--- src/rtl/ptw_pkg.sv ---
package ptw_pkg;
  localparam int DW = 32;
  localparam int AW = 8;

  localparam logic [AW-1:0] OFS_LOAD = 8'h00;
  localparam logic [AW-1:0] OFS_CNT  = 8'h04;
  localparam logic [AW-1:0] OFS_CTL  = 8'h08;
  localparam logic [AW-1:0] OFS_STAT = 8'h0C;
  localparam logic [AW-1:0] WD_BASE  = 8'h20;
  localparam logic [AW-1:0] OFS_RSTC = 8'h30;
  localparam logic [AW-1:0] OFS_DIS  = 8'h34;

  localparam int BIT_RUN = 0;
  localparam int BIT_RLD = 1;
  localparam int BIT_IE  = 2;
  localparam int BIT_WD  = 3;
  localparam int PSC_LSB = 8;

  localparam logic [DW-1:0] MAGIC_A = 32'h1234_5678;
  localparam logic [DW-1:0] MAGIC_B = 32'h8765_4321;
endpackage

--- src/rtl/ptw_counter.sv ---
module ptw_counter
  import ptw_pkg::*;
#(
  parameter int CW = 32,
  parameter int PW = 8
) (
  input  logic          clk_i,
  input  logic          rst_ni,
  input  logic          wr_load_i,
  input  logic          wr_cnt_i,
  input  logic          wr_ctl_i,
  input  logic          wr_clr_i,
  input  logic [DW-1:0] wdata_i,
  input  logic          no_stat_i,
  output logic [DW-1:0] load_o,
  output logic [DW-1:0] cnt_o,
  output logic [DW-1:0] ctl_o,
  output logic          stat_o,
  output logic          zero_o
);
  logic [CW-1:0] load_q, cnt_q;
  logic [PW-1:0] psc_q, pre_q;
  logic run_q, rld_q, ie_q, stat_q;
  logic tick;

  assign tick   = run_q && (pre_q == psc_q);
  assign zero_o = tick && ((cnt_q == CW'(1)) ||
                           (cnt_q == '0 && rld_q && load_q == '0));

  always_ff @(posedge clk_i or negedge rst_ni) begin
    if (!rst_ni) begin
      load_q <= '0;
      cnt_q  <= '0;
      psc_q  <= '0;
      pre_q  <= '0;
      run_q  <= 1'b0;
      rld_q  <= 1'b0;
      ie_q   <= 1'b0;
      stat_q <= 1'b0;
    end else begin
      if (!run_q || tick) pre_q <= '0;
      else                pre_q <= pre_q + PW'(1);

      if (wr_ctl_i) begin
        run_q <= wdata_i[BIT_RUN];
        rld_q <= wdata_i[BIT_RLD];
        ie_q  <= wdata_i[BIT_IE];
        psc_q <= wdata_i[PSC_LSB +: PW];
      end

      if (wr_load_i) load_q <= wdata_i[CW-1:0];

      if (wr_load_i || wr_cnt_i) cnt_q <= wdata_i[CW-1:0];
      else if (tick) begin
        if (cnt_q != '0) cnt_q <= cnt_q - CW'(1);
        else if (rld_q)  cnt_q <= load_q;
      end

      if (zero_o && !no_stat_i)      stat_q <= 1'b1;
      else if (wr_clr_i && wdata_i[0]) stat_q <= 1'b0;
    end
  end

  always_comb begin
    load_o = DW'(load_q);
    cnt_o  = DW'(cnt_q);
    ctl_o  = '0;
    ctl_o[BIT_RUN] = run_q;
    ctl_o[BIT_RLD] = rld_q;
    ctl_o[BIT_IE]  = ie_q;
    ctl_o[PSC_LSB +: PW] = psc_q;
  end
  assign stat_o = stat_q;

  // load write lands in count
  p_load_copy_r2: assert property (@(posedge clk_i) disable iff (!rst_ni)
    wr_load_i |=> cnt_q == $past(wdata_i[CW-1:0]));
  // one-shot holds at zero
  p_stop_zero_r4: assert property (@(posedge clk_i) disable iff (!rst_ni)
    (run_q && !rld_q && cnt_q == '0 && !wr_load_i && !wr_cnt_i && !wr_ctl_i)
      |=> cnt_q == '0);
  // status never rises while suppressed
  p_no_stat_r10: assert property (@(posedge clk_i) disable iff (!rst_ni)
    (no_stat_i && !stat_q) |=> !stat_q);
endmodule

--- src/rtl/ptw_wd_mode.sv ---
module ptw_wd_mode
  import ptw_pkg::*;
(
  input  logic          clk_i,
  input  logic          rst_ni,
  input  logic          wr_ctl_i,
  input  logic          wr_dis_i,
  input  logic          wr_rstc_i,
  input  logic [DW-1:0] wdata_i,
  input  logic          zero_i,
  output logic          mode_o,
  output logic          rst_o,
  output logic          rstc_o
);
  logic mode_q, armed_q, rst_q, rstc_q;
  logic fire, unlock;

  assign fire   = zero_i && mode_q;
  assign unlock = wr_dis_i && armed_q && (wdata_i == MAGIC_B);

  always_ff @(posedge clk_i or negedge rst_ni) begin
    if (!rst_ni) begin
      mode_q  <= 1'b0;
      armed_q <= 1'b0;
      rst_q   <= 1'b0;
      rstc_q  <= 1'b0;
    end else begin
      if (wr_dis_i) armed_q <= (wdata_i == MAGIC_A);

      // sticky: set by control, cleared only by the magic pair
      if (unlock)                            mode_q <= 1'b0;
      else if (wr_ctl_i && wdata_i[BIT_WD])  mode_q <= 1'b1;

      rst_q <= fire;

      if (fire)                          rstc_q <= 1'b1;
      else if (wr_rstc_i && wdata_i[0])  rstc_q <= 1'b0;
    end
  end

  assign mode_o = mode_q;
  assign rst_o  = rst_q;
  assign rstc_o = rstc_q;

  // single-cycle pulse
  p_pulse_r10: assert property (@(posedge clk_i) disable iff (!rst_ni)
    rst_q |=> !rst_q);
  // pulse leaves its cause recorded
  p_cause_r11: assert property (@(posedge clk_i) disable iff (!rst_ni)
    rst_q |-> rstc_q);
  // mode only drops after armed B write
  p_sticky_r8: assert property (@(posedge clk_i) disable iff (!rst_ni)
    (mode_q && !(wr_dis_i && armed_q)) |=> mode_q);
endmodule

--- src/rtl/ptw_top.sv ---
module ptw_top
  import ptw_pkg::*;
#(
  parameter int CW = 32,
  parameter int PW = 8
) (
  input  logic          clk_i,
  input  logic          rst_ni,
  input  logic          req_i,
  input  logic          we_i,
  input  logic [AW-1:0] addr_i,
  input  logic [DW-1:0] wdata_i,
  output logic [DW-1:0] rdata_o,
  output logic          tmr_irq_o,
  output logic          wd_irq_o,
  output logic          wd_rst_o
);
  localparam int NCNT = 2;
  localparam logic [AW-1:0] BASES [NCNT] = '{8'h00, WD_BASE};

  logic          wr;
  logic [DW-1:0] load_v [NCNT];
  logic [DW-1:0] cnt_v  [NCNT];
  logic [DW-1:0] ctl_v  [NCNT];
  logic          stat_v [NCNT];
  logic          zero_v [NCNT];
  logic          wd_mode, wd_rstc;

  assign wr = req_i && we_i;

  for (genvar g = 0; g < NCNT; g++) begin : g_cnt
    ptw_counter #(.CW(CW), .PW(PW)) u_cnt (
      .clk_i     (clk_i),
      .rst_ni    (rst_ni),
      .wr_load_i (wr && addr_i == BASES[g] + OFS_LOAD),
      .wr_cnt_i  (wr && addr_i == BASES[g] + OFS_CNT),
      .wr_ctl_i  (wr && addr_i == BASES[g] + OFS_CTL),
      .wr_clr_i  (wr && addr_i == BASES[g] + OFS_STAT),
      .wdata_i   (wdata_i),
      .no_stat_i ((g == 1) ? wd_mode : 1'b0),
      .load_o    (load_v[g]),
      .cnt_o     (cnt_v[g]),
      .ctl_o     (ctl_v[g]),
      .stat_o    (stat_v[g]),
      .zero_o    (zero_v[g])
    );
  end

  ptw_wd_mode u_mode (
    .clk_i     (clk_i),
    .rst_ni    (rst_ni),
    .wr_ctl_i  (wr && addr_i == WD_BASE + OFS_CTL),
    .wr_dis_i  (wr && addr_i == OFS_DIS),
    .wr_rstc_i (wr && addr_i == OFS_RSTC),
    .wdata_i   (wdata_i),
    .zero_i    (zero_v[1]),
    .mode_o    (wd_mode),
    .rst_o     (wd_rst_o),
    .rstc_o    (wd_rstc)
  );

  assign tmr_irq_o = stat_v[0] && ctl_v[0][BIT_IE];
  assign wd_irq_o  = stat_v[1] && ctl_v[1][BIT_IE] && !wd_mode;

  always_comb begin
    rdata_o = '0;
    unique case (addr_i)
      OFS_LOAD:           rdata_o = load_v[0];
      OFS_CNT:            rdata_o = cnt_v[0];
      OFS_CTL:            rdata_o = ctl_v[0];
      OFS_STAT:           rdata_o = DW'(stat_v[0]);
      WD_BASE + OFS_LOAD: rdata_o = load_v[1];
      WD_BASE + OFS_CNT:  rdata_o = cnt_v[1];
      WD_BASE + OFS_CTL:  rdata_o = ctl_v[1] | (DW'(wd_mode) << BIT_WD);
      WD_BASE + OFS_STAT: rdata_o = DW'(stat_v[1]);
      OFS_RSTC:           rdata_o = DW'(wd_rstc);
      default:            rdata_o = '0;
    endcase
  end

  // masked interrupt never fires
  p_irq_mask_r6: assert property (@(posedge clk_i) disable iff (!rst_ni)
    !ctl_v[0][BIT_IE] |-> !tmr_irq_o);
endmodule

--- config.mk ---
export PLATFORM = sky130hd
export DESIGN_NAME = ptw_top
export DESIGN_NICKNAME = d
export VERILOG_FILES = /design/src/rtl/ptw_pkg.sv /design/src/rtl/ptw_counter.sv /design/src/rtl/ptw_wd_mode.sv /design/src/rtl/ptw_top.sv
export SDC_FILE = /design/constraint.sdc
export NUM_CORES = 1
export LEC_CHECK = 0
export CORE_MARGIN = 4
export CORE_UTILIZATION = 35
export DETAILED_ROUTE_END_ITERATION = 8
export GPL_ROUTABILITY_DRIVEN = 0
export PLACE_DENSITY = 0.56
export SLEW_MARGIN = 5
export SYNTH_ARGS = -nofsm -noshare
export SYNTH_HDL_FRONTEND = slang
export SYNTH_SLANG_ARGS = --single-unit
--- constraint.sdc ---
create_clock -name clk_i -period 3.1 [get_ports clk_i]
set_clock_uncertainty 0.05 [all_clocks]
set_input_delay 0.62 -clock clk_i [delete_from_list [all_inputs] [get_ports clk_i]]
set_output_delay 0.62 -clock clk_i [all_outputs]
set_load 0.01 [all_outputs]
Word level (Yosys, flattened, before mapping)

Cells that the tools add are included.

Flip-flop bits (word level): 172
Bits of input ports: 44
Output and inout port bits: 35
Word-level logic and storage cells: 115

Add/subtract/negate cells: 4
Eq/ne operators: 15
Mux-type cells: 19
Bitwise operators: 1
Reductions and logical operators: 56

Operator list:

| kind                    | number |
|---|---|
| $pmux W32 S9            | 1 |
| $mux W32                | 8 |
| $logic_not A32 Y1       | 4 |
| $eq A32 B1 Y1 const B   | 2 |
| $reduce_bool A32 Y1     | 2 |
| $sub A32 B1 Y32 const B | 2 |
| $eq A8 B6 Y1 const B    | 6 |
| $eq A32 B29 Y1 const B  | 1 |
| $eq A32 B32 Y1 const B  | 1 |
| $logic_and A1 B1 Y1     | 30 |
| $add A8 B1 Y8 const B   | 2 |
| $eq A8 B4 Y1 const B    | 2 |
| $eq A8 B8 Y1            | 2 |
| $mux W8                 | 2 |
| $or A16 B4 Y16          | 1 |
| $reduce_bool A2 Y1      | 6 |
| $eq A8 B3 Y1 const B    | 1 |
| $logic_not A8 Y1        | 1 |
| $mux W1                 | 8 |
| $logic_or A1 B1 Y1      | 6 |
| $reduce_bool A3 Y1      | 2 |
| $reduce_and A2 Y1       | 2 |
| $logic_not A1 Y1        | 3 |

Depth between registers and ports, before layout

Depth in word-level cells: 7
Depth in mapped cells: 11
Gate-level depth less buffers: 8

By module

From an unflattened synthesis, not the netlist that was laid out.

Cell total of the unflattened synthesis: 1290
Area, all modules: 11808.8 µm²

By module, submodules not included:

| module                        | times used | cells an instance | area an instance (µm²) |
|---|---|---|---|
| ptw_counter at g_cnt[1].u_cnt | 1          | 506               | 4870.9 |
| ptw_counter at g_cnt[0].u_cnt | 1          | 473               | 4818.4 |
| ptw_top                       | 1          | 284               | 1834.3 |
| ptw_wd_mode                   | 1          | 27                | 285.3 |

Worst setup path after synthesis

Ideal clock, no wire load.

Kind: input to output
Start: input addr_i[4]
End: output rdata_o[10]
Arrival time: 2.097 ns
Data required time: 2.430 ns
Slack: 0.333 ns
Stages: 6
Path buffers: 2
Path through: or4_1 > clkbuf_1 > nor2_1 > clkbuf_1 > a22oi_1 > nand3_1

Word-level cells in the longest chain between the ends: 2
Elaborated cells between the ends (all ways): 10

RTL lines:

| element                                    | line          | RTL |
|---|---|---|
| from (decl)                                | ptw_top.sv:11 | `input logic [AW-1:0] addr_i,` |
| $eq A8 B6 Y1, or another cell as far along | ptw_top.sv:67 | `unique case (addr_i)` |
| $pmux W32 S9 *                             | ptw_top.sv:67 |  |
| to (decl)                                  | ptw_top.sv:13 | `output logic [DW-1:0] rdata_o,` |

Every way passes the cells marked *; elsewhere a longest branch is shown, timed or not.

Worst setup path after layout

Start: input addr_i[2]
End: output rdata_o[27]

Same word-level chain as after synthesis.

==> out/metrics.yaml <==
n_fill_cell: 2795
clkPwrFrac_pct: 30.7
holdWs_ns: 0.0819
hold_viol: 0
root_buffer: "clkbuf_16"
max-slew-margin-rel_pct: 44.4
hold_path_class: "input pin to asynchronous set/reset pin"
multi_input_area_mm2: 0.00592
end_kind: "primary output"
wl_per_cell_um: 25.7
synthArstFlopShare_pct: 100
layout_commonest_cell: "dfrtp_1"
die_y_um: 181
avgSynthCellArea_um2: 9.29
antenna_left: 0
via_per_inst: 6.21
sequentialPowerShare_pct: 40.2
finalWirelength_mm: 43.6
fin_total_pwr_mw: 7.28
cts_hold_buf: 0
cts_tree: "built"
num_rows: 63
grtUsageMet1_pct: 36.7
final_util_pct: 45.5
ys_warn_count: 0
track_usage_pct: 26.3
antenna_found_initial: 0
layout-drive-gt1-share_pct: 24.1
synth-edff-count: 0
final_cell_mix: "172 x dfrtp_1, 125 x nand2_1, 113 x buf_4, 85 x mux2_2, 74 x a22oi_1"
cts.htree.levels: 4
drv_slew: 0
vdd_drop_max_mv: 0.405
synth_area_mm2: 0.0105
yosysSeqAreaShare_pct: 41.2
final_nets: 1344
drt-initial-drc-count: 1368
ys_ff_latch: 172
ios: 79
place_hpwl_mm: 32.0
vias: 10500
grt_max_degree: 56
path_class: "input pin to primary output"
area.sequential_mm2: 0.00430
coreArea_mm2: 0.0296
first_pass_iters: 6
cts_buffers: 17
switching_share_pct: 38.5
drv_cap: 0
synth_nets: 1175
cp.required_ns: 2.43
grt_pass1_wl_mm: 66.0
grt_overflow: 0
combPwrFrac_pct: 29.2
cts_num_sinks: 172
clk_pin_slew_ns: 0.09
place_area_mm2: 0.0125
diodes: 0
synth.distinct_cells: 76
internal_power_mw: 4.48
ys_dominant_reg_cell: "dfrtp_1"
grt_busiest_layer: "met2"
start_util_pct: 35.4
final-setup-viol-count: 0
rsz0062_at_grt: "yes"
cts_max_path_buffers: 2
crit_fanout: 11
drc: 0
area_growth_pct: 28.7
outcome: "complete, no violations"
crit_path_start_kind: "input pin"
reg2regPathDepth: 6
cellPowerDensity_mw_per_mm2: 541
clock.fmax_mhz: 324
leakage_nw: 6.12
min_period_ns: 3.09
die_area_mm2: 0.0327
post-route-cell-area_mm2: 0.0135
die_w_um: 181
arrival_ns: 2.42
p_sw_mw: 2.80
use_met3_pct: 5.40
post-route-period-util_pct: 99.6
met2_usage_pct: 40.6
tightest_slew_ns: 0.823
grt_pass1_vias: 10100
io_buffers: 78
syn_inst: 1125
clkLatencyLatePin_ns: 0.45
## area by class of cell
class	instances	area share (%)
inverters	11	0.307
well taps	390	3.63
flip-flops and latches	172	32.0
multi-input cells	872	44.0
repair buffers	220	15.5
clock buffers	17	3.16
clock inverters	15	1.44
## path summary, 6_finish.rpt
| check | startpoint | slack [ns] | to |
|---|---|---|---|
| max | addr_i[2] | 0.01 | rdata_o[27] |
| min | rst_ni | 0.08 | g_cnt[1].u_cnt.psc_q[7]$_DFFE_PN0P_ |
| min reg2reg | u_mode.armed_q$_DFFE_PN0P_ | 0.45 | u_mode.armed_q$_DFFE_PN0P_ |
| max reg2reg | g_cnt[1].u_cnt.cnt_o[12]$_DFFE_PN0P_ | 0.35 | g_cnt[1].u_cnt.cnt_o[27]$_DFFE_PN0P_ |
| max in group asynchronous | rst_ni | 2.04 | g_cnt[0].u_cnt.load_o[16]$_DFFE_PN0P_ |
| min in group clk_i | u_mode.armed_q$_DFFE_PN0P_ | 0.45 | u_mode.armed_q$_DFFE_PN0P_ |
## per-layer routing
metal / up-vias / share of wire (%)
met5: - / 0
met4: 0 / 3.6
li1: 4599 / -
met3: 92 / 9.3
met2: 601 / 45
met1: 5242 / 42
## power groups by stage
stage	Combinational, mW	Clock, mW	Sequential (mW)
CTS	2.10	2.26	2.90
floorplan	1.38	0	2.74
global route	2.33	2.34	2.95
finish	2.12	2.23	2.92
global placement	2.06	0	2.94
detailed placement	2.08	0	2.94
## worst max-delay path, cell delays in order
cell	delay, ns
clkdlybuf4s50_1	0.49
buf_6	0.12
nand2b_4	0.14
buf_4	0.12
nor2_4	0.03
buf_12	0.14
buf_12	0.14
a22oi_1	0.25
nand2_1	0.10
clkdlybuf4s15_1	0.24
## synthesized netlist by cell type (5+ instances only)
| master | instances | area [µm²] |
|---|---|---|
| mux2_2 | 85 | 957 |
| dfrtp_1 | 172 | 4300 |
| o31ai_1 | 11 | 82.6 |
| buf_1 | 8 | 30.0 |
| a211oi_1 | 10 | 75.1 |
| ha_1 | 6 | 75.1 |
| inv_1 | 11 | 41.3 |
| xnor2_1 | 15 | 131 |
| and3_1 | 16 | 100 |
| nand4_1 | 22 | 138 |
| nor3_1 | 36 | 180 |
| nor4b_1 | 5 | 43.8 |
| o211ai_1 | 19 | 143 |
| a221o_1 | 8 | 80.1 |
| o22ai_1 | 6 | 37.5 |
| clkbuf_1 | 44 | 165 |
| nor2_1 | 72 | 270 |
| buf_2 | 16 | 80.1 |
| xor2_1 | 33 | 289 |
| o21ai_1 | 17 | 85.1 |
| nor4_1 | 36 | 225 |
| and2_1 | 9 | 56.3 |
| or4_1 | 9 | 67.6 |
| nand3_1 | 57 | 285 |
| a22oi_1 | 78 | 586 |
| o21ai_0 | 35 | 175 |
| a21oi_1 | 38 | 190 |
| a31oi_1 | 9 | 56.3 |
| or3_1 | 16 | 100 |
| nand2_1 | 126 | 473 |
| a2bb2oi_1 | 15 | 131 |
| mux2i_1 | 5 | 50.1 |
## cell families after synthesis
kind of cell    after synthesis  share of synthesized area (%)
simple gates                443                           22.1
compound gates              282                           18.8
flops                       172                           41.2
mux                          93                           9.96
buf+inv                      81                           3.21
xor+xnor                     48                           4.02
fa+ha+maj                     6                          0.718
## stage by stage
step / setup slack [ns] / instances / setup TNS, ns
2_1_floorplan: 0.333 / 1125 / 0
3_3_place_gp: -0.539 / 1639 / -16.42
3_5_place_dp: -0.546 / 1639 / -17.28
4_1_cts: 0.00816 / 1695 / 0
5_1_grt: -0.0358 / 1697 / -0.0708
6_report: 0.0121 / 1697 / 0
## state kept, by name, indices dropped and copies added (netlist names)
| name | flops |
|---|---|
| g_cnt.u_cnt.cnt_o | 64 |
| g_cnt.u_cnt.load_o | 64 |
| g_cnt.u_cnt.pre_q | 16 |
| g_cnt.u_cnt.psc_q | 16 |
| g_cnt.u_cnt.ie_q | 2 |
| g_cnt.u_cnt.rld_q | 2 |
| g_cnt.u_cnt.run_q | 2 |
| g_cnt.u_cnt.stat_o | 2 |
| u_mode.armed_q | 1 |
| u_mode.mode_o | 1 |
| u_mode.rst_o | 1 |
| u_mode.rstc_o | 1 |
## what timing repair did
| action | 4_1_cts | 5_1_grt |
|---|---|---|
| pin swaps | 19 | 6 |
| endpoints found under the setup margin | 32 | 26 |
| resized for setup | 118 | 9 |
| cloned | 5 | 0 |
| buffers inserted | 20 | 2 |
Power figures use the tool's default switching activity.
